**config.mk**
```make
export PLATFORM = sky130hd
export DESIGN_NAME = intc_split_ctrl
export DESIGN_NICKNAME = d
export VERILOG_FILES = /design/src/rtl/intc_pkg.sv /design/src/rtl/intc_src_track.sv /design/src/rtl/intc_enable_reg.sv /design/src/rtl/intc_bus_decode.sv /design/src/rtl/intc_out_stage.sv /design/src/rtl/intc_split_ctrl.sv
export SDC_FILE = /design/constraint.sdc
export NUM_CORES = 1
export LEC_CHECK = 0
export ABC_AREA = 1
export BUFFER_PORTS_ARGS = -buffer_cell sky130_fd_sc_hd__buf_4
export CORE_MARGIN = 2
export CORE_UTILIZATION = 34
export CTS_CLUSTER_DIAMETER = 100
export DETAILED_ROUTE_END_ITERATION = 16
export GPL_TIMING_DRIVEN = 0
export HOLD_SLACK_MARGIN = 0.06
export PLACE_DENSITY = 0.61
export SLEW_MARGIN = 20
export SYNTH_ARGS = -nofsm -noshare
export SYNTH_HDL_FRONTEND = slang
export SYNTH_SLANG_ARGS = --single-unit
```
**constraint.sdc**
```tcl
create_clock -name clk -period 2.43 [get_ports clk]
set_input_delay 0.1215 -clock clk [delete_from_list [all_inputs] [get_ports clk]]
set_output_delay 0.1215 -clock clk [all_outputs]
set_load 0.05 [all_outputs]
```
**src/rtl/intc_pkg.sv**
```systemverilog
// Shared constants for the split hold/status interrupt controller.
// Assumes fourteen sources. The route masks are fixed properties of the block.
package intc_pkg;

    localparam int unsigned INTC_SRC_N = 14;

    // Sources tracked as live status rather than latched in hold.
    localparam logic [INTC_SRC_N-1:0] INTC_STATUS_GRP = 14'h021F;
    // Enabled hold bits that drive the normal request line.
    localparam logic [INTC_SRC_N-1:0] INTC_IRQ_ROUTE  = 14'h1FBF;
    // Enabled hold bits that drive the fast request line.
    localparam logic [INTC_SRC_N-1:0] INTC_FIQ_ROUTE  = 14'h2040;

    // Byte offsets of the register window.
    typedef enum logic [7:0] {
        REG_HOLD   = 8'h00,
        REG_STATUS = 8'h04,
        REG_EN_SET = 8'h08,
        REG_EN_CLR = 8'h0C,
        REG_ACK    = 8'h10
    } intc_reg_e;

endpackage

```
**src/rtl/intc_src_track.sv**
```systemverilog
// Per-source request tracking. Each bit is built either as a status flop or as
// a hold flop, as the group mask chooses. Set requests win over source clears
// and over software acknowledges in the same cycle.
module intc_src_track #(
    parameter int unsigned           NUM_SRC    = 14,
    parameter logic [NUM_SRC-1:0]    STATUS_GRP = 14'h021F
) (
    input  logic               clk,
    input  logic               rst_n,
    input  logic [NUM_SRC-1:0] src_set,
    input  logic [NUM_SRC-1:0] src_clr,
    input  logic [NUM_SRC-1:0] ack_bits,
    output logic [NUM_SRC-1:0] hold_q,
    output logic [NUM_SRC-1:0] status_q
);

    for (genvar gi = 0; gi < NUM_SRC; gi++) begin : g_bit
        if (STATUS_GRP[gi]) begin : g_status
            // Live status bit: set by source, cleared by source clear or acknowledge.
            always_ff @(posedge clk) begin
                if (!rst_n)
                    status_q[gi] <= 1'b0;
                else if (src_set[gi])
                    status_q[gi] <= 1'b1;
                else if (src_clr[gi] || ack_bits[gi])
                    status_q[gi] <= 1'b0;
            end
            assign hold_q[gi] = 1'b0;
        end else begin : g_hold
            // Latched hold bit: set by source, cleared by source clear or acknowledge.
            always_ff @(posedge clk) begin
                if (!rst_n)
                    hold_q[gi] <= 1'b0;
                else if (src_set[gi])
                    hold_q[gi] <= 1'b1;
                else if (src_clr[gi] || ack_bits[gi])
                    hold_q[gi] <= 1'b0;
            end
            assign status_q[gi] = 1'b0;
        end
    end

endmodule

```
**src/rtl/intc_enable_reg.sv**
```systemverilog
// Enable register with separate set and clear paths and no direct load.
// Assumes set and clear strobes never come in the same cycle.
// The bus decoder guarantees this, because it handles one write per cycle.
module intc_enable_reg #(
    parameter int unsigned NUM_SRC = 14
) (
    input  logic               clk,
    input  logic               rst_n,
    input  logic [NUM_SRC-1:0] en_set_bits,
    input  logic [NUM_SRC-1:0] en_clr_bits,
    output logic [NUM_SRC-1:0] enable_q
);

    // Apply the bitwise OR and the bitwise clear to the enable state.
    always_ff @(posedge clk) begin
        if (!rst_n)
            enable_q <= '0;
        else
            enable_q <= (enable_q | en_set_bits) & ~en_clr_bits;
    end

endmodule

```
**src/rtl/intc_bus_decode.sv**
```systemverilog
// Register window decode. Turns one write into set, clear or acknowledge
// vectors and returns read data combinationally while rd_en is high.
// Assumes word-aligned byte offsets. Only data bits below NUM_SRC are used.
module intc_bus_decode
    import intc_pkg::*;
#(
    parameter int unsigned NUM_SRC = 14,
    parameter int unsigned ADDR_W  = 8,
    parameter int unsigned DATA_W  = 32
) (
    input  logic               wr_en,
    input  logic               rd_en,
    input  logic [ADDR_W-1:0]  addr,
    input  logic [DATA_W-1:0]  wdata,
    input  logic [NUM_SRC-1:0] hold_q,
    input  logic [NUM_SRC-1:0] status_q,
    input  logic [NUM_SRC-1:0] enable_q,
    output logic [NUM_SRC-1:0] en_set_bits,
    output logic [NUM_SRC-1:0] en_clr_bits,
    output logic [NUM_SRC-1:0] ack_bits,
    output logic [DATA_W-1:0]  rdata
);

    localparam int unsigned PAD_W = DATA_W - NUM_SRC;

    logic [NUM_SRC-1:0] wbits;
    logic [NUM_SRC-1:0] rsel;
    logic               unused_hi;

    assign wbits     = wdata[NUM_SRC-1:0];
    assign unused_hi = ^wdata[DATA_W-1:NUM_SRC];

    // Route a write to the set-enable, clear-enable or acknowledge vector.
    always_comb begin
        en_set_bits = '0;
        en_clr_bits = '0;
        ack_bits    = '0;
        if (wr_en) begin
            if (addr == ADDR_W'(REG_EN_SET)) en_set_bits = wbits;
            if (addr == ADDR_W'(REG_EN_CLR)) en_clr_bits = wbits;
            if (addr == ADDR_W'(REG_ACK))    ack_bits    = wbits;
        end
    end

    // Select read data. Write-only and unmapped offsets read as zero.
    always_comb begin
        rsel = '0;
        if (rd_en) begin
            if (addr == ADDR_W'(REG_HOLD))   rsel = hold_q;
            if (addr == ADDR_W'(REG_STATUS)) rsel = status_q;
            if (addr == ADDR_W'(REG_EN_SET)) rsel = enable_q;
        end
    end

    assign rdata = {{PAD_W{1'b0}}, rsel};

endmodule

```
**src/rtl/intc_out_stage.sv**
```systemverilog
// Output stage: masks enabled hold bits through the two route masks and
// registers the result, so each line lags the state by one cycle.
module intc_out_stage #(
    parameter int unsigned        NUM_SRC   = 14,
    parameter logic [NUM_SRC-1:0] IRQ_ROUTE = 14'h1FBF,
    parameter logic [NUM_SRC-1:0] FIQ_ROUTE = 14'h2040
) (
    input  logic               clk,
    input  logic               rst_n,
    input  logic [NUM_SRC-1:0] hold_q,
    input  logic [NUM_SRC-1:0] enable_q,
    output logic               irq,
    output logic               fiq
);

    logic [NUM_SRC-1:0] live;

    assign live = hold_q & enable_q;

    // Register both request lines from the routed pending vector.
    always_ff @(posedge clk) begin
        if (!rst_n) begin
            irq <= 1'b0;
            fiq <= 1'b0;
        end else begin
            irq <= |(live & IRQ_ROUTE);
            fiq <= |(live & FIQ_ROUTE);
        end
    end

endmodule

```
**src/rtl/intc_split_ctrl.sv**
```systemverilog
// Top of the split hold/status interrupt controller. It joins source
// tracking, the set/clear enable register, the register window decode and
// the registered output stage. Assumes one register access per cycle.
module intc_split_ctrl
    import intc_pkg::*;
#(
    parameter int unsigned        NUM_SRC    = INTC_SRC_N,
    parameter int unsigned        ADDR_W     = 8,
    parameter int unsigned        DATA_W     = 32,
    parameter logic [NUM_SRC-1:0] STATUS_GRP = INTC_STATUS_GRP,
    parameter logic [NUM_SRC-1:0] IRQ_ROUTE  = INTC_IRQ_ROUTE,
    parameter logic [NUM_SRC-1:0] FIQ_ROUTE  = INTC_FIQ_ROUTE
) (
    input  logic               clk,
    input  logic               rst_n,
    input  logic [NUM_SRC-1:0] src_set,
    input  logic [NUM_SRC-1:0] src_clr,
    input  logic               wr_en,
    input  logic               rd_en,
    input  logic [ADDR_W-1:0]  addr,
    input  logic [DATA_W-1:0]  wdata,
    output logic [DATA_W-1:0]  rdata,
    output logic               irq,
    output logic               fiq
);

    logic [NUM_SRC-1:0] hold_q;
    logic [NUM_SRC-1:0] status_q;
    logic [NUM_SRC-1:0] enable_q;
    logic [NUM_SRC-1:0] en_set_bits;
    logic [NUM_SRC-1:0] en_clr_bits;
    logic [NUM_SRC-1:0] ack_bits;

    intc_bus_decode #(
        .NUM_SRC(NUM_SRC), .ADDR_W(ADDR_W), .DATA_W(DATA_W)
    ) u_decode (
        .wr_en       (wr_en),
        .rd_en       (rd_en),
        .addr        (addr),
        .wdata       (wdata),
        .hold_q      (hold_q),
        .status_q    (status_q),
        .enable_q    (enable_q),
        .en_set_bits (en_set_bits),
        .en_clr_bits (en_clr_bits),
        .ack_bits    (ack_bits),
        .rdata       (rdata)
    );

    intc_src_track #(
        .NUM_SRC(NUM_SRC), .STATUS_GRP(STATUS_GRP)
    ) u_track (
        .clk      (clk),
        .rst_n    (rst_n),
        .src_set  (src_set),
        .src_clr  (src_clr),
        .ack_bits (ack_bits),
        .hold_q   (hold_q),
        .status_q (status_q)
    );

    intc_enable_reg #(
        .NUM_SRC(NUM_SRC)
    ) u_enable (
        .clk         (clk),
        .rst_n       (rst_n),
        .en_set_bits (en_set_bits),
        .en_clr_bits (en_clr_bits),
        .enable_q    (enable_q)
    );

    intc_out_stage #(
        .NUM_SRC(NUM_SRC), .IRQ_ROUTE(IRQ_ROUTE), .FIQ_ROUTE(FIQ_ROUTE)
    ) u_out (
        .clk      (clk),
        .rst_n    (rst_n),
        .hold_q   (hold_q),
        .enable_q (enable_q),
        .irq      (irq),
        .fiq      (fiq)
    );

endmodule

```
### After elaboration in Yosys (flattened, before gate mapping)

Cells that the tools add are included.

| cells by class | value |
|---|---|
| equal/unequal tests | 4 |
| mux-type cells | 38 |
| bitwise logic cells | 4 |
| reduce and logical (&&, ||, !) cells | 31 |

Operator list:

| cell | count |
|---|---|
| 14-bit 2-to-1 mux | 10 |
| 14-bit AND | 2 |
| 1-bit 2-to-1 mux | 28 |
| 2-bit nonzero test | 14 |
| 8-bit by 4-bit == test with 1-bit output, second input constant | 2 |
| 1-bit logical OR | 14 |
| 14-bit inverter | 1 |
| 14-bit OR | 1 |
| 12-bit OR reduction | 1 |
| 8-bit by 3-bit == test with 1-bit output, second input constant | 1 |
| 8-bit by 5-bit == test with 1-bit output, second input constant | 1 |
| 8-bit zero test | 1 |
| 2-bit OR reduction | 1 |

| storage, ports and cells | value |
|---|---|
| register bits | 30 |
| bits of input ports | 72 |
| logic and storage cells | 94 |

### Logic depth before layout (Yosys ltp)

Gate-level depths: netlist (run 1).

| depth | value |
|---|---|
| depth in word-level cells | 6 |
| gate-level depth with buffers | 7 |

### Cells and area by module

A second synthesis (run 1) with hierarchy kept.

| second synthesis, totals | value |
|---|---|
| cells, all modules | 407 |
| area, all modules | 2354.8 um^2 |

By module, submodules not included:

| module | times used | cells an instance | area an instance (um^2) | sequential area each (um^2) |
|---|---|---|---|---|
| intc_bus_decode | 1 | 206 | 939.7 | 0.0 |
| intc_src_track | 1 | 101 | 739.5 | 280.3 |
| intc_enable_reg | 1 | 71 | 526.8 | 280.3 |
| intc_out_stage | 1 | 29 | 148.9 | 40.0 |

### Least setup slack after synthesis (run 1)

OpenSTA, ideal clock, no wires.

| path | value |
|---|---|
| path kind | input -> output |
| start | input port addr[1] |
| end | output port rdata[13] |
| data arrival time | 1.471 ns |
| required time | 2.309 ns |
| slack | 0.837 ns |
| cell stages on the path | 5 |
| buffers on the path | 0 |
| cell sequence | nor2_4 -> nand3_1 -> nor2_2 -> nand2_1 -> a21oi_1 |

| on the way | value |
|---|---|
| cells in the longest elaborated chain, start to end | 5 |

Ends and longest elaborated chain:

| element | RTL line | source |
|---|---|---|
| from (decl) | intc_split_ctrl.sv:20 | `input logic [ADDR_W-1:0] addr,` |
| 8-bit zero test | intc_bus_decode.sv:49 | `if (addr == ADDR_W'(REG_HOLD)) rsel = hold_q;` |
| 14-bit 2-to-1 mux | intc_bus_decode.sv:49 |  |
| 14-bit 2-to-1 mux | intc_bus_decode.sv:50 | `if (addr == ADDR_W'(REG_STATUS)) rsel = status_q;` |
| 14-bit 2-to-1 mux (*) | intc_bus_decode.sv:51 | `if (addr == ADDR_W'(REG_EN_SET)) rsel = enable_q;` |
| 14-bit 2-to-1 mux (*) | intc_bus_decode.sv:48 | `if (rd_en) begin` |
| to (decl) | intc_split_ctrl.sv:22 | `output logic [DATA_W-1:0] rdata,` |

Mark *: on every way between the ends. The rest lies on a longest branch, timed or not.

### Worst setup path in the final report (run 1)

| path | value |
|---|---|
| start | input port addr[1] |
| end | output port rdata[12] |

Same word-level chain as after synthesis.

==> flow_metrics.env, run 1 <==
export IMPL_outcome="complete, no violations"
export IMPL_cp_required_ps=2310
export IMPL_vias=2078
export IMPL_cts_tree="done"
export IMPL_cts_buffers=5
export IMPL_period_share_pct=64.72
export IMPL_cts_sinks=30
export IMPL_avgViaCountPerCell=4.338
export IMPL_ys_top_cells_by_area="dfxtp_1 30%, nand2_1 14%, a21oi_1 11%"
export IMPL_clk_latency_ps=270
export IMPL_worst_r2r_path_depth=4
export IMPL_synth_avg_cell_area_um2=6.284
export IMPL_start_util_pct=35.61
export IMPL_cts_resized_gates=0
export IMPL_htree_levels=2
export IMPL_hp_class="in2reg"
export IMPL_report_final_hold_viol_count=0
export IMPL_finClkSkew_ps=2.546
export IMPL_grt_max_degree=11
export IMPL_root_buffer="clkbuf_8"
export IMPL_fin_util_pct=49.12
export IMPL_async_reset_ff_share_pct=0
export IMPL_ir_drop_mv=0.1910
export IMPL_cts_setup_buffers=0
export IMPL_cp_end_kind="output pin"
export IMPL_place_gp_congestion=0.8353
export IMPL_path_cells="buf_4, nor2_4, nand3_1, nor2_2, nand2_1, a21oi_2, buf_4"
export IMPL_drc=0
export IMPL_cpMaxStageDelayCell="nor2_2"
export IMPL_grt_overflow_total=0
export IMPL_p_per_area_mw_per_mm2=422.9
export IMPL_hold_slack_ps=86.81
export IMPL_finalInstanceArea_mm2=0.002721
export IMPL_yosysTopAreaCell="dfxtp_1"
export IMPL_die_w_um=80.18
export IMPL_place_area_mm2=0.002645
export IMPL_crit_buf_inv=2
export IMPL_start_kind="primary input"
export IMPL_grtUsageTotal_pct=17.54
export IMPL_cp_max_fo=9
export IMPL_arrival_ps=1450
export IMPL_fillers=623
export IMPL_synthDistinctLibCells=22
export IMPL_post_route_min_period_ps=1573
export IMPL_grt_pass1_vias=1802
export IMPL_r2r_end="u_out.irq$_SDFF_PN0_"
export IMPL_register_area_um2=600.6
export IMPL_clk_pin_slew_worst_paths_ps=60
export IMPL_worstSetupPathType="in2out"
export IMPL_slowest_delay_ps=350
export IMPL_setup_viol=0
export IMPL_synthCells=314
export IMPL_yosysWarnings=0
export IMPL_whs_path_depth=3
export IMPL_row_count=27
export IMPL_cts_buffer_depth=2
export IMPL_r2r_slack_ps=1600
export IMPL_die_y_um=80.18
export IMPL_synth_most_common_cell="nand2_1"
export IMPL_synth_area_mm2=0.001973
export IMPL_drive_above_1_share_pct=30.71
export IMPL_synth_edff_count=0
export IMPL_worstHoldEndpoint="u_track.status_q[3]$_SDFFE_PN0P_"
export IMPL_ys_seq_area_share_pct=30.44
export IMPL_worstHoldStart="src_set[3]"
export IMPL_worstMarginPinSlew_ps=598.2
export IMPL_syn2layout_area_growth_pct=37.92
export IMPL_ys_top_cells_by_count="74 x nand2_1, 49 x inv_1, 43 x a21oi_1, 32 x nor2_1"
export IMPL_path_common_cell="buf_4"
export IMPL_synth_flop_cell="dfxtp_1"
export IMPL_nNetsFinal=479
export IMPL_drv_cap=0
export IMPL_hpwl_mm=4.230
export IMPL_rsz0062_at_grt="no"
export IMPL_grt_pass1_wl_mm=8.611
export IMPL_ant_nets=0
export IMPL_static_leakage_power_nw=1.432
export IMPL_die_area_mm2=0.006429
export IMPL_totalWireLength_mm=5.500
export IMPL_multi_input_area_mm2=0.001039
export IMPL_finalMaxSlewViolations=0
export IMPL_io_pins=106
export IMPL_tns_ps=0
export IMPL_port_buffers=69
export IMPL_drt_wirelength_per_cell_um=11.48
export IMPL_drtIter0Drc=103
export IMPL_synth_top_area_share_pct=30.44
export IMPL_yosys_register_bits=30
export IMPL_reg2reg_from="u_enable.enable_q[10]$_SDFF_PN0_"
export IMPL_fmax_ghz=0.6358
export IMPL_core_area_mm2=0.005540
export IMPL_cp_top_family="simple AND/OR/NAND/NOR gates"
export IMPL_antenna_found_initial=0
export IMPL_antenna_cells=0
export IMPL_cts_hold_buf=0
export IMPL_firstDrtPassIters=4
export IMPL_relSlewSlack_pct=60.12
[state kept, by name (all words and copies together), names as in the netlist]
signal             count
u_enable.enable_q     14
u_track.hold_q         8
u_track.status_q       6
u_out.fiq              1
u_out.irq              1
[cell type report]
| class | count | share of cell area [%] |
|---|---|---|
| Multi-Input combinational cell | 222 | 38.16 |
| Inverter | 51 | 7.034 |
| Buffer | 28 | 7.586 |
| Tap cell | 72 | 3.310 |
| Timing Repair Buffer | 69 | 19.03 |
| Sequential cell | 30 | 22.07 |
| Clock buffer | 7 | 2.805 |
[how the worst max path moves through the flow]
stage / start / endpoint / cells after the start
after floorplan: addr[1] / rdata[13] / 5
after global placement: addr[1] / rdata[11] / 7
after detailed placement: addr[1] / rdata[13] / 7
after CTS: addr[1] / rdata[13] / 7
after global routing: addr[1] / rdata[7] / 7
final: addr[1] / rdata[12] / 7
[report_power, final]
group	total, mW	internal (mW)	leakage, nW	switching, mW
clock network	0.375	0.197	0.0383	0.178
registers	0.516	0.508	0.246	0.00817
logic	0.260	0.105	1.15	0.155
total	1.15	0.809	1.43	0.342
[kinds of logic (layout without fill, tap and decap cells)]
| logic type | after synthesis | in the layout | share of synthesized area [%] |
|---|---|---|---|
| AND/OR/NAND/NOR | 154 | 154 | 35.19 |
| flip-flops | 30 | 30 | 30.44 |
| other | 1 | 18 | 0.1901 |
| AO/OA/AOI/OAI | 50 | 50 | 14.01 |
| buffers and inverters | 79 | 155 | 20.16 |
[cell usage in the layout (no fill, tap or decap)]
cell,n
buf_4,88
nand4_1,1
inv_1,49
inv_2,2
buf_2,5
clkbuf_8,5
nand2_1,74
buf_12,1
a21oi_2,6
conb_1,18
nor2_8,1
nand2_2,6
buf_6,1
a22o_1,1
clkbuf_1,3
nor2_4,2
nor2_1,32
buf_1,1
nor2_2,6
dfxtp_1,30
nand2_4,2
nand3_1,30
a21oi_1,43
[layer usage]
layer	up-vias	track usage [%]	share of wire, %	wire [µm]
met1	878	24.08	46	2530
li1	1118	-	-	-
met2	77	27.92	45	2482
met3	5	3.258	7.6	419
met5	-	0	0	0
met4	0	5.085	1.2	68
[tightest hold or removal path: cells and delay by family]
family | cells | cell delay, ps
buffers and inverters | 2 | 140
AO/OA/AOI/OAI | 1 | 50
[stage by stage]
step	worst slack (ps)	cells	power [mW]
6_report	857.2	479	1.151
4_1_cts	835.3	479	1.160
3_5_place_dp	835.2	472	0.7860
2_1_floorplan	837.4	331	0.6912
5_1_grt	695.2	479	1.209
3_3_place_gp	855.3	472	0.7843
(Power assumes the default switching activity.)
==> inputs of run 2 (changes only) <==
Clock period 2.43 ns to 1.65 ns, I/O delays scaled along.
==> flow_metrics.env, run 2 (synthesis results as in run 1) <==
export IMPL_syn2layout_area_growth_pct=46.92
export IMPL_place_ws_ps=133.2
export IMPL_ir_drop_mv=0.2836
export IMPL_path_common_cell="nand2_1"
export IMPL_vias=2162
export IMPL_post_route_min_period_ps=1503
export IMPL_die_y_um=80.18
export IMPL_power_total_mw=1.736
export IMPL_core_area_mm2=0.005540
export IMPL_period_share_pct=91.09
export IMPL_antenna_found_initial=0
export IMPL_reg_largest_list="u_enable.enable_q x14, u_track.hold_q x8, u_track.status_q x6"
export IMPL_grt_overflow_total=0
export IMPL_cp_end_kind="flop"
export IMPL_static_leakage_power_nw=1.509
export IMPL_cts_setup_buffers=0
export IMPL_fin_ws_ps=147.0
export IMPL_cts_sinks=30
export IMPL_grt_pass1_wl_mm=8.963
export IMPL_crit_buf_inv=4
export IMPL_drv_cap=0
export IMPL_cp_required_ps=1810
export IMPL_start_util_pct=35.61
export IMPL_die_area_mm2=0.006429
export IMPL_place_gp_congestion=0.8353
export IMPL_antenna_cells=0
export IMPL_cp_max_fo=10
export IMPL_firstDrtPassIters=4
export IMPL_htree_levels=2
export IMPL_p_per_area_mw_per_mm2=598.9
export IMPL_finClkSkew_ps=3.642
export IMPL_worstSetupPathType="in2reg"
export IMPL_slowest_delay_ps=600
export IMPL_final_cell_mix="88 x buf_4, 74 x nand2_1, 49 x inv_1"
export IMPL_cp_top_family="buffers and inverters"
export IMPL_grt_max_degree=11
export IMPL_cts_buffers=5
export IMPL_io_pins=106
export IMPL_drc=0
export IMPL_rsz0062_at_grt="no"
export IMPL_cts_buffer_depth=2
export IMPL_hold_slack_ps=56.68
export IMPL_root_buffer="clkbuf_8"
export IMPL_hpwl_mm=4.230
export IMPL_nNetsFinal=496
export IMPL_arrival_ps=1660
export IMPL_die_w_um=80.18
export IMPL_cpMaxStageDelayCell="dlygate4sd3_1"
export IMPL_cts_tree="done"
export IMPL_path_cells="buf_4, inv_2, nand2_1, nor2_2, buf_2, nand3_1, nand2_1, a21oi_1, dlygate4sd3_1"
export IMPL_largest_register_ffs=14
export IMPL_regMostFlops="u_enable.enable_q"
export IMPL_clk_latency_ps=280
export IMPL_relSlewSlack_pct=59.54
export IMPL_avgViaCountPerCell=4.359
export IMPL_totalWireLength_mm=5.705
export IMPL_drt_wirelength_per_cell_um=11.50
export IMPL_report_final_hold_viol_count=0
export IMPL_start_kind="primary input"
export IMPL_drive_above_1_share_pct=29.72
export IMPL_row_count=27
export IMPL_outcome="complete, no violations"
export IMPL_port_buffers=69
export IMPL_layout_commonest_cell="buf_4"
export IMPL_setup_viol=0
export IMPL_drtIter0Drc=115
export IMPL_fmax_ghz=0.6653
export IMPL_ant_nets=0
export IMPL_clk_pin_slew_worst_paths_ps=60
export IMPL_finalMaxSlewViolations=0
export IMPL_place_area_mm2=0.002645
export IMPL_finalInstanceArea_mm2=0.002899
export IMPL_fillers=606
export IMPL_grtUsageTotal_pct=18.25
export IMPL_grt_pass1_vias=1900
export IMPL_hp_class="in2reg"
export IMPL_tns_ps=0
export IMPL_worstMarginPinSlew_ps=606.8
## run 2: repair_timing
item                                    4_1_cts  5_1_grt
endpoints found under the setup margin        0        3
hold buffers                                 17        0
gates resized for setup                       0        2
endpoints found under the hold margin        12        0
## run 2: area by class of cell
class | instances | area, µm² | area share (%)
multi-input combinational | 222 | 1046 | 36.08
timing repair buffer | 86 | 688.2 | 23.74
sequential | 30 | 600.6 | 20.72
buffer | 28 | 206.4 | 7.121
inverter | 51 | 191.4 | 6.603
tap | 72 | 90.09 | 3.107
clock buffer | 7 | 76.32 | 2.633
## run 2: path summary, 6_finish.rpt
check | from | end | slack, ps | cells past startpoint
max | addr[3] | u_track.hold_q[5]$_SDFFE_PN0P_ | 150 | 9
min reg2reg | u_enable.enable_q[2]$_SDFF_PN0_ | u_enable.enable_q[2]$_SDFF_PN0_ | 470 | 2
min | src_clr[9] | u_track.status_q[9]$_SDFFE_PN0P_ | 60 | 4
max reg2reg | u_track.hold_q[5]$_SDFFE_PN0P_ | u_track.hold_q[5]$_SDFFE_PN0P_ | 310 | 5
## run 2: worst reg2reg max path, stage by stage, from the launching register on
cell,delay [ps]
dfxtp_1,360
inv_1,50
nor2_1,80
nand2_1,60
a21oi_1,140
dlygate4sd3_1,590
## run 2: layer usage
metal	vias up	GRT usage [%]	routed length, µm
met4	0	5.085	76
met2	77	29.92	2587
met3	7	3.258	406
li1	1150	-	-
met1	928	24.49	2636
met5	-	0	0
## run 2: power by group
group / total (mW) / switching [mW] / internal [mW]
combinational: 0.419 / 0.237 / 0.182
sequential: 0.760 / 0.0123 / 0.748
clock: 0.557 / 0.267 / 0.290
total: 1.74 / 0.516 / 1.22
## run 2: stage by stage
step / instances / util (%)
6_report: 496 / 52.33
5_1_grt: 496 / 52.33
4_1_cts: 496 / 52.19
3_5_place_dp: 472 / 47.74
3_3_place_gp: 472 / 47.74
2_1_floorplan: 331 / -
